## src/rtl/sop_alu.sv

```systemverilog
module sop_alu #(
  parameter int DW = 16
) (
  input  logic [DW-1:0] instr,
  input  logic [DW-1:0] opnd,
  input  logic          c_in,
  output logic [DW-1:0] result,
  output logic          wr_en,
  output logic          flag_n,
  output logic          flag_z,
  output logic          flag_v,
  output logic          flag_c,
  output logic [3:0]    flag_upd
);
  localparam int HB = DW / 2;

  localparam logic [5:0] OP_CLR = 6'o50, OP_COM = 6'o51, OP_INC = 6'o52,
                         OP_DEC = 6'o53, OP_NEG = 6'o54, OP_ADC = 6'o55,
                         OP_SBC = 6'o56, OP_TST = 6'o57, OP_ROR = 6'o60,
                         OP_ROL = 6'o61, OP_ASR = 6'o62, OP_ASL = 6'o63;

  wire          byte_md = instr[DW-1];
  wire [5:0]    op      = instr[11:6];
  wire          in_grp  = (instr[14:12] == 3'b000) && (op >= OP_CLR) && (op <= OP_ASL);
  wire          is_swab = (instr[DW-1:6] == 10'o0003);

  wire [DW-1:0] lo_mask = byte_md ? {{HB{1'b0}}, {HB{1'b1}}} : {DW{1'b1}};
  wire [DW-1:0] maxpos  = lo_mask >> 1;
  wire [DW-1:0] minneg  = lo_mask ^ maxpos;
  wire [DW-1:0] a       = opnd & lo_mask;
  wire          a_msb   = |(a & minneg);

  logic [DW-1:0] r;
  logic          cn, vn, we;
  logic [3:0]    upd;
  logic          sh;

  always_comb begin
    r   = a;
    cn  = c_in;
    vn  = 1'b0;
    we  = 1'b1;
    upd = 4'b1111;
    sh  = 1'b0;
    case (op)
      OP_CLR: begin r = '0; cn = 1'b0; end
      OP_COM: begin r = ~a & lo_mask; cn = 1'b1; end
      OP_INC: begin r = (a + 1'b1) & lo_mask; vn = (a == maxpos); upd = 4'b1110; end
      OP_DEC: begin r = (a - 1'b1) & lo_mask; vn = (a == minneg); upd = 4'b1110; end
      OP_NEG: begin
        r  = (~a + 1'b1) & lo_mask;
        cn = (r != '0);
        vn = (r == minneg);
      end
      OP_ADC: begin
        r  = (a + {{(DW-1){1'b0}}, c_in}) & lo_mask;
        cn = c_in && (a == lo_mask);
        vn = c_in && (a == maxpos);
      end
      OP_SBC: begin
        r  = (a - {{(DW-1){1'b0}}, c_in}) & lo_mask;
        cn = c_in && (a == '0);
        vn = c_in && (a == minneg);
      end
      OP_TST: begin we = 1'b0; cn = 1'b0; end
      OP_ROR: begin r = (a >> 1) | (c_in ? minneg : '0); cn = a[0]; sh = 1'b1; end
      OP_ROL: begin r = ((a << 1) & lo_mask) | {{(DW-1){1'b0}}, c_in}; cn = a_msb; sh = 1'b1; end
      OP_ASR: begin r = (a >> 1) | (a_msb ? minneg : '0); cn = a[0]; sh = 1'b1; end
      OP_ASL: begin r = (a << 1) & lo_mask; cn = a_msb; sh = 1'b1; end
      default: begin we = 1'b0; upd = 4'b0000; end
    endcase
  end

  wire rn = |(r & minneg);
  wire rz = ((r & lo_mask) == '0);

  wire [DW-1:0] swapped = {opnd[HB-1:0], opnd[DW-1:HB]};
  wire [DW-1:0] grp_res = byte_md ? {opnd[DW-1:HB], r[HB-1:0]} : r;

  always_comb begin
    if (is_swab) begin
      result   = swapped;
      wr_en    = 1'b1;
      flag_upd = 4'b1111;
      flag_n   = swapped[HB-1];
      flag_z   = (swapped[HB-1:0] == '0);
      flag_v   = 1'b0;
      flag_c   = 1'b0;
    end else if (in_grp) begin
      result   = we ? grp_res : opnd;
      wr_en    = we;
      flag_upd = upd;
      flag_n   = rn;
      flag_z   = rz;
      flag_v   = sh ? (rn ^ cn) : vn;
      flag_c   = cn;
    end else begin
      result   = opnd;
      wr_en    = 1'b0;
      flag_upd = 4'b0000;
      flag_n   = 1'b0;
      flag_z   = 1'b0;
      flag_v   = 1'b0;
      flag_c   = c_in;
    end
  end
endmodule

```

## config.mk

```make
export PLATFORM = sky130hd
export DESIGN_NAME = sop_alu
export DESIGN_NICKNAME = d
export VERILOG_FILES = /design/src/rtl/sop_alu.sv
export SDC_FILE = /design/constraint.sdc
export NUM_CORES = 1
export LEC_CHECK = 0
export BUFFER_PORTS_ARGS = -buffer_cell sky130_fd_sc_hd__clkbuf_2
export CAP_MARGIN = 0
export CORE_AREA = 2 2 82 84
export DETAILED_ROUTE_END_ITERATION = 12
export DIE_AREA = 0 0 84 86
export PLACE_DENSITY = 0.82
export SYNTH_ARGS = -nofsm -noshare
export SYNTH_HDL_FRONTEND = slang
export SYNTH_SLANG_ARGS = --single-unit
```

## constraint.sdc

```tcl
create_clock -name vclk -period 15.9
set_clock_uncertainty 0.2 [all_clocks]
set_input_delay 3.18 -clock vclk [all_inputs]
set_output_delay 3.18 -clock vclk [all_outputs]
set_load 0.005 [all_outputs]
```

* Word level (Yosys, flattened, before mapping)
Index checks and enable logic that the tools add are counted.
** Word-level totals
- Flip-flop bits (word level) :: 0
- Latch bits :: 0
- RAM bits :: 0
- Bits in read-only memories :: 0
- Bits of input ports :: 33
- Output and inout port bits :: 25
- Logic and storage cells :: 87
- Memories kept :: 0
** Cells by class
- Add/sub/neg operators :: 5
- Multiply operators :: 0
- Divide/modulo/power cells :: 0
- $lt $le $gt $ge :: 2
- Eq/ne operators :: 17
- Shift-type cells :: 0
- Multiplexer cells :: 26
- Bitwise operators :: 17
- Reduce and logical (&&, ||, !) cells :: 20
** Operator list (count)
- $and 16x16->16 :: 11
- $pmux 16 s11 :: 1
- $mux 16 :: 7
- $eq 6x6->1 const B :: 12
- $eq 16x16->1 :: 3
- $add 16x1->16 const B :: 2
- $logic_not 16->1 :: 2
- $or 15x16->16 :: 2
- $reduce_or 16->1 :: 2
- $add 16x1->16 :: 1
- $eq 16x15->1 :: 1
- $not 16->16 :: 1
- $or 16x1->16 :: 1
- $reduce_bool 16->1 :: 1
- $sub 16x1->16 :: 1
- $sub 16x1->16 const B :: 1
- $xor 16x15->16 :: 1
- $mux 1 :: 13
- $reduce_or 11->1 :: 1
- $eq 10x2->1 const B :: 1
- $reduce_or 10->1 :: 1
- $logic_not 8->1 :: 1
- $mux 4 :: 2
- $pmux 4 s2 :: 1
- 9 further kinds :: 17

* Depth between registers and ports, before layout
- Word-level depth :: 13
- Depth in mapped cells :: 16
- Gate-level depth less buffers :: 15

* Worst setup path before layout
No wires, ideal clock.
- Path kind :: input to output
- From :: input instr[8]
- To :: output flag_z
- Arrival time :: 6.338 ns
- Data required time :: 12.520 ns
- Slack :: 6.182 ns
- Stages on the path :: 15
- Buffers on the path :: 3
- Cell sequence :: buf_2 -> nor3b_2 -> o311ai_4 -> inv_2 -> buf_2 -> ha_1 -> buf_1 -> nor3_1 -> o31ai_1 -> a2111o_1 -> a2111o_1 -> nor4bb_1 -> and3b_1 -> a41oi_1 -> o31ai_1
** Between the ends
- Cells in the longest elaborated chain, start to end :: 6
- Elaborated cells on any way between the ends :: 21
- Classes of those cells :: order compare: 2; eq/ne: 12; mux: 3; bitwise: 1; reduce/logical: 3
** RTL lines
- start: declaration :: line 4 : input logic [DW-1:0] instr,
- $eq 6x6->1 :: line 45 : case (op)
- $pmux 16 s11 :: line 45
- $and 16x16->16 :: line 75 : wire rz = ((r & lo_mask) == '0);
- $logic_not 16->1 :: line 75
- $mux 1 :: line 89 : end else if (in_grp) begin
- $mux 1 * :: line 81 : if (is_swab) begin
- end: declaration :: line 10 : output logic flag_z,
Mark *: on every way between the ends. The rest lies on a longest branch, timed or not.

* Final worst setup path
- From :: input instr[6]
- To :: output flag_z
The elaborated chain is that of the path after synthesis.

==> flow_metrics.env <==
export IMPL_grt_usage_pct=32.04
export IMPL_slew_headroom_pct=21.12
export IMPL_yosysUniqueCellTypes=83
export IMPL_globalplace_congestion=1.036
export IMPL_hp_class="in2out"
export IMPL_max_freq_mhz=86.85
export IMPL_worstPathRequired_ns=12.52
export IMPL_grt_pass1_wl_um=19310
export IMPL_synthToLayoutAreaGrowth_pct=5.090
export IMPL_hold_depth=5
export IMPL_cp_start_kind="input pin"
export IMPL_p_per_area_nw_per_um2=22.96
export IMPL_finalHoldViolCount=0
export IMPL_port_buffers=52
export IMPL_setup_violations=0
export IMPL_drc=0
export IMPL_totalWireLength_um=12240
export IMPL_ioPinCount=58
export IMPL_dp_cells=565
export IMPL_whs_ns=6.536
export IMPL_end_kind="output port"
export IMPL_final_antenna_net_count=0
export IMPL_grt_max_degree=44
export IMPL_initialDrtViolationCount=752
export IMPL_dp_hpwl_um=8707
export IMPL_cap_viol_max_count=0
export IMPL_antennaDiodeCount=0
export IMPL_slew_violations=0
export IMPL_nClkBuffers=0
export IMPL_hp_start="instr[14]"
export IMPL_final_min_clock_period_ns=11.51
export IMPL_syn_mean_instance_area_um2=6.323
export IMPL_worst_slew_pin_slew_ns=1.173
export IMPL_vias=4309
export IMPL_whs_endpoint="flag_upd[0]"
export IMPL_row_count=29
export IMPL_fin_tns_setup_ns=0
export IMPL_final_cells=565
export IMPL_die_y_um=86
export IMPL_drt_pass1_iter_count=7
export IMPL_drive_gt1_share_pct=15.37
export IMPL_routedWlPerCell_um=21.67
export IMPL_core_area_um2=6277
export IMPL_synth_area_top_cells="mux2i_1 6.5%, o21ai_0 5.7%, nor2_1 5.3%"
export IMPL_period_share_pct=72.41
export IMPL_viasPerCell=7.627
export IMPL_synthesis_area_um2=3073
export IMPL_fin_nets=531
export IMPL_seq_cells=0
export IMPL_start_util_pct=48.95
export IMPL_crit_arrival_ns=8.13
export IMPL_grt_pass1_vias=3779
export IMPL_cts_resized=0
export IMPL_synth_common_cells="43 x nor2_1, 42 x nand2_1, 35 x o21ai_0"
export IMPL_hold_buffers=0
export IMPL_netlist_instances=486
export IMPL_syn_num_nets=527
export IMPL_ir_drop_mv=0.01936
export IMPL_critPathKind="in2out"
export IMPL_synth_top_cell_area_share_pct=6.515
export IMPL_die_area_um2=7224
export IMPL_rsz0062_at_grt="no"
export IMPL_synth_top_area_cell="mux2i_1"
export IMPL_cts_setup_buffers=0
export IMPL_yosysMostFrequentCell="nor2_1"
export IMPL_antenna_found_initial=0
export IMPL_yosysSeqAreaShare_pct=0
export IMPL_die_x_um=84
export IMPL_p_leak_uw=0.001195
export IMPL_grt_overflow=0
export IMPL_regArea_um2=0
export IMPL_yosysWarningCount=0
export IMPL_status="complete, no violations"
export IMPL_worstPathMaxFanout=26
==> per-stage QoR <==
stage               power, µW  worst slack, ns  utilization, %  instance area, µm²
finish                  74.16            4.386           51.45                3229
global route            78.86            4.318           51.45                3229
CTS                     70.84            4.710           51.45                3229
detailed placement      70.59            4.723           51.45                3229
global placement        69.24            4.728           51.45                3229
floorplan               50.57            6.182               -                3073
==> worst max-delay path, cell delays in order <==
cell	delay, ns
clkbuf_2	0.57
inv_2	0.26
o311ai_4	0.87
inv_2	0.36
ha_1	0.42
nor3_1	0.21
o31ai_1	0.12
a2111o_1	0.44
o2111ai_1	0.20
nor4bb_1	0.74
and3b_1	0.26
a41oi_1	0.24
o31ai_1	0.14
clkbuf_2	0.13
==> layer usage <==
layer,vias up,part of all wire [%],global-route usage (%)
met5,-,0,0
met3,77,13,5.871
met2,356,44,49.75
met1,1964,37,42.14
li1,1912,-,-
met4,0,5.5,17.01
==> cell usage in the layout, fill, tap and decap left out, types with 3 or more instances in the layout <==
| master | n |
|---|---|
| nand3_1 | 17 |
| clkbuf_2 | 52 |
| a31oi_1 | 8 |
| xnor2_1 | 5 |
| o21a_1 | 7 |
| or2_2 | 3 |
| a22oi_1 | 10 |
| nor2_1 | 43 |
| nor4_1 | 15 |
| a21o_1 | 5 |
| o22ai_1 | 3 |
| and3b_1 | 5 |
| nand4_1 | 7 |
| o32ai_1 | 3 |
| nor3b_1 | 3 |
| nand2_1 | 42 |
| and3_1 | 4 |
| nand2b_1 | 7 |
| buf_4 | 3 |
| o211ai_1 | 8 |
| a21oi_1 | 31 |
| or3_1 | 6 |
| and4_1 | 6 |
| ha_1 | 8 |
| a2111o_1 | 3 |
| a2111oi_0 | 5 |
| o31ai_1 | 6 |
| a41oi_1 | 4 |
| o2111ai_1 | 4 |
| nor3_1 | 23 |
| nor2b_1 | 6 |
| a211oi_1 | 8 |
| nand3b_1 | 3 |
| xor2_1 | 4 |
| o221ai_1 | 4 |
| inv_1 | 10 |
| mux2i_1 | 20 |
| o21ai_0 | 35 |
==> area by class of cell <==
cell class	instances	area (µm²)
inverters	13	48.80
repair buffers	55	282.8
fillers	644	3048
multi-input cells	420	2801
well taps	77	96.34
==> report_power, final <==
part	switching (µW)	internal [µW]
Combinational	49.6	24.5
Clock	0	0
Sequential	0	0
==> cell families after synthesis <==
kind of cell | after synthesis | synth area share [%]
mux | 23 | 7.614
fa+ha+maj | 8 | 3.257
buf+inv | 66 | 8.835
simple gates | 207 | 37.21
xor+xnor | 9 | 2.565
compound gates | 173 | 40.51
==> how the worst max path moves through the flow <==
| stage | from | endpoint | slack, ns | depth (start not counted) |
|---|---|---|---|---|
| after floorplan | instr[8] | flag_z | 6.18 | 15 |
| after global placement | instr[6] | flag_z | 4.73 | 14 |
| after detailed placement | instr[6] | flag_z | 4.72 | 14 |
| after CTS | instr[6] | flag_z | 4.71 | 14 |
| after global routing | instr[6] | flag_z | 4.32 | 15 |
| final | instr[6] | flag_z | 4.39 | 14 |
No activity file was read; power rests on OpenSTA's default activity.
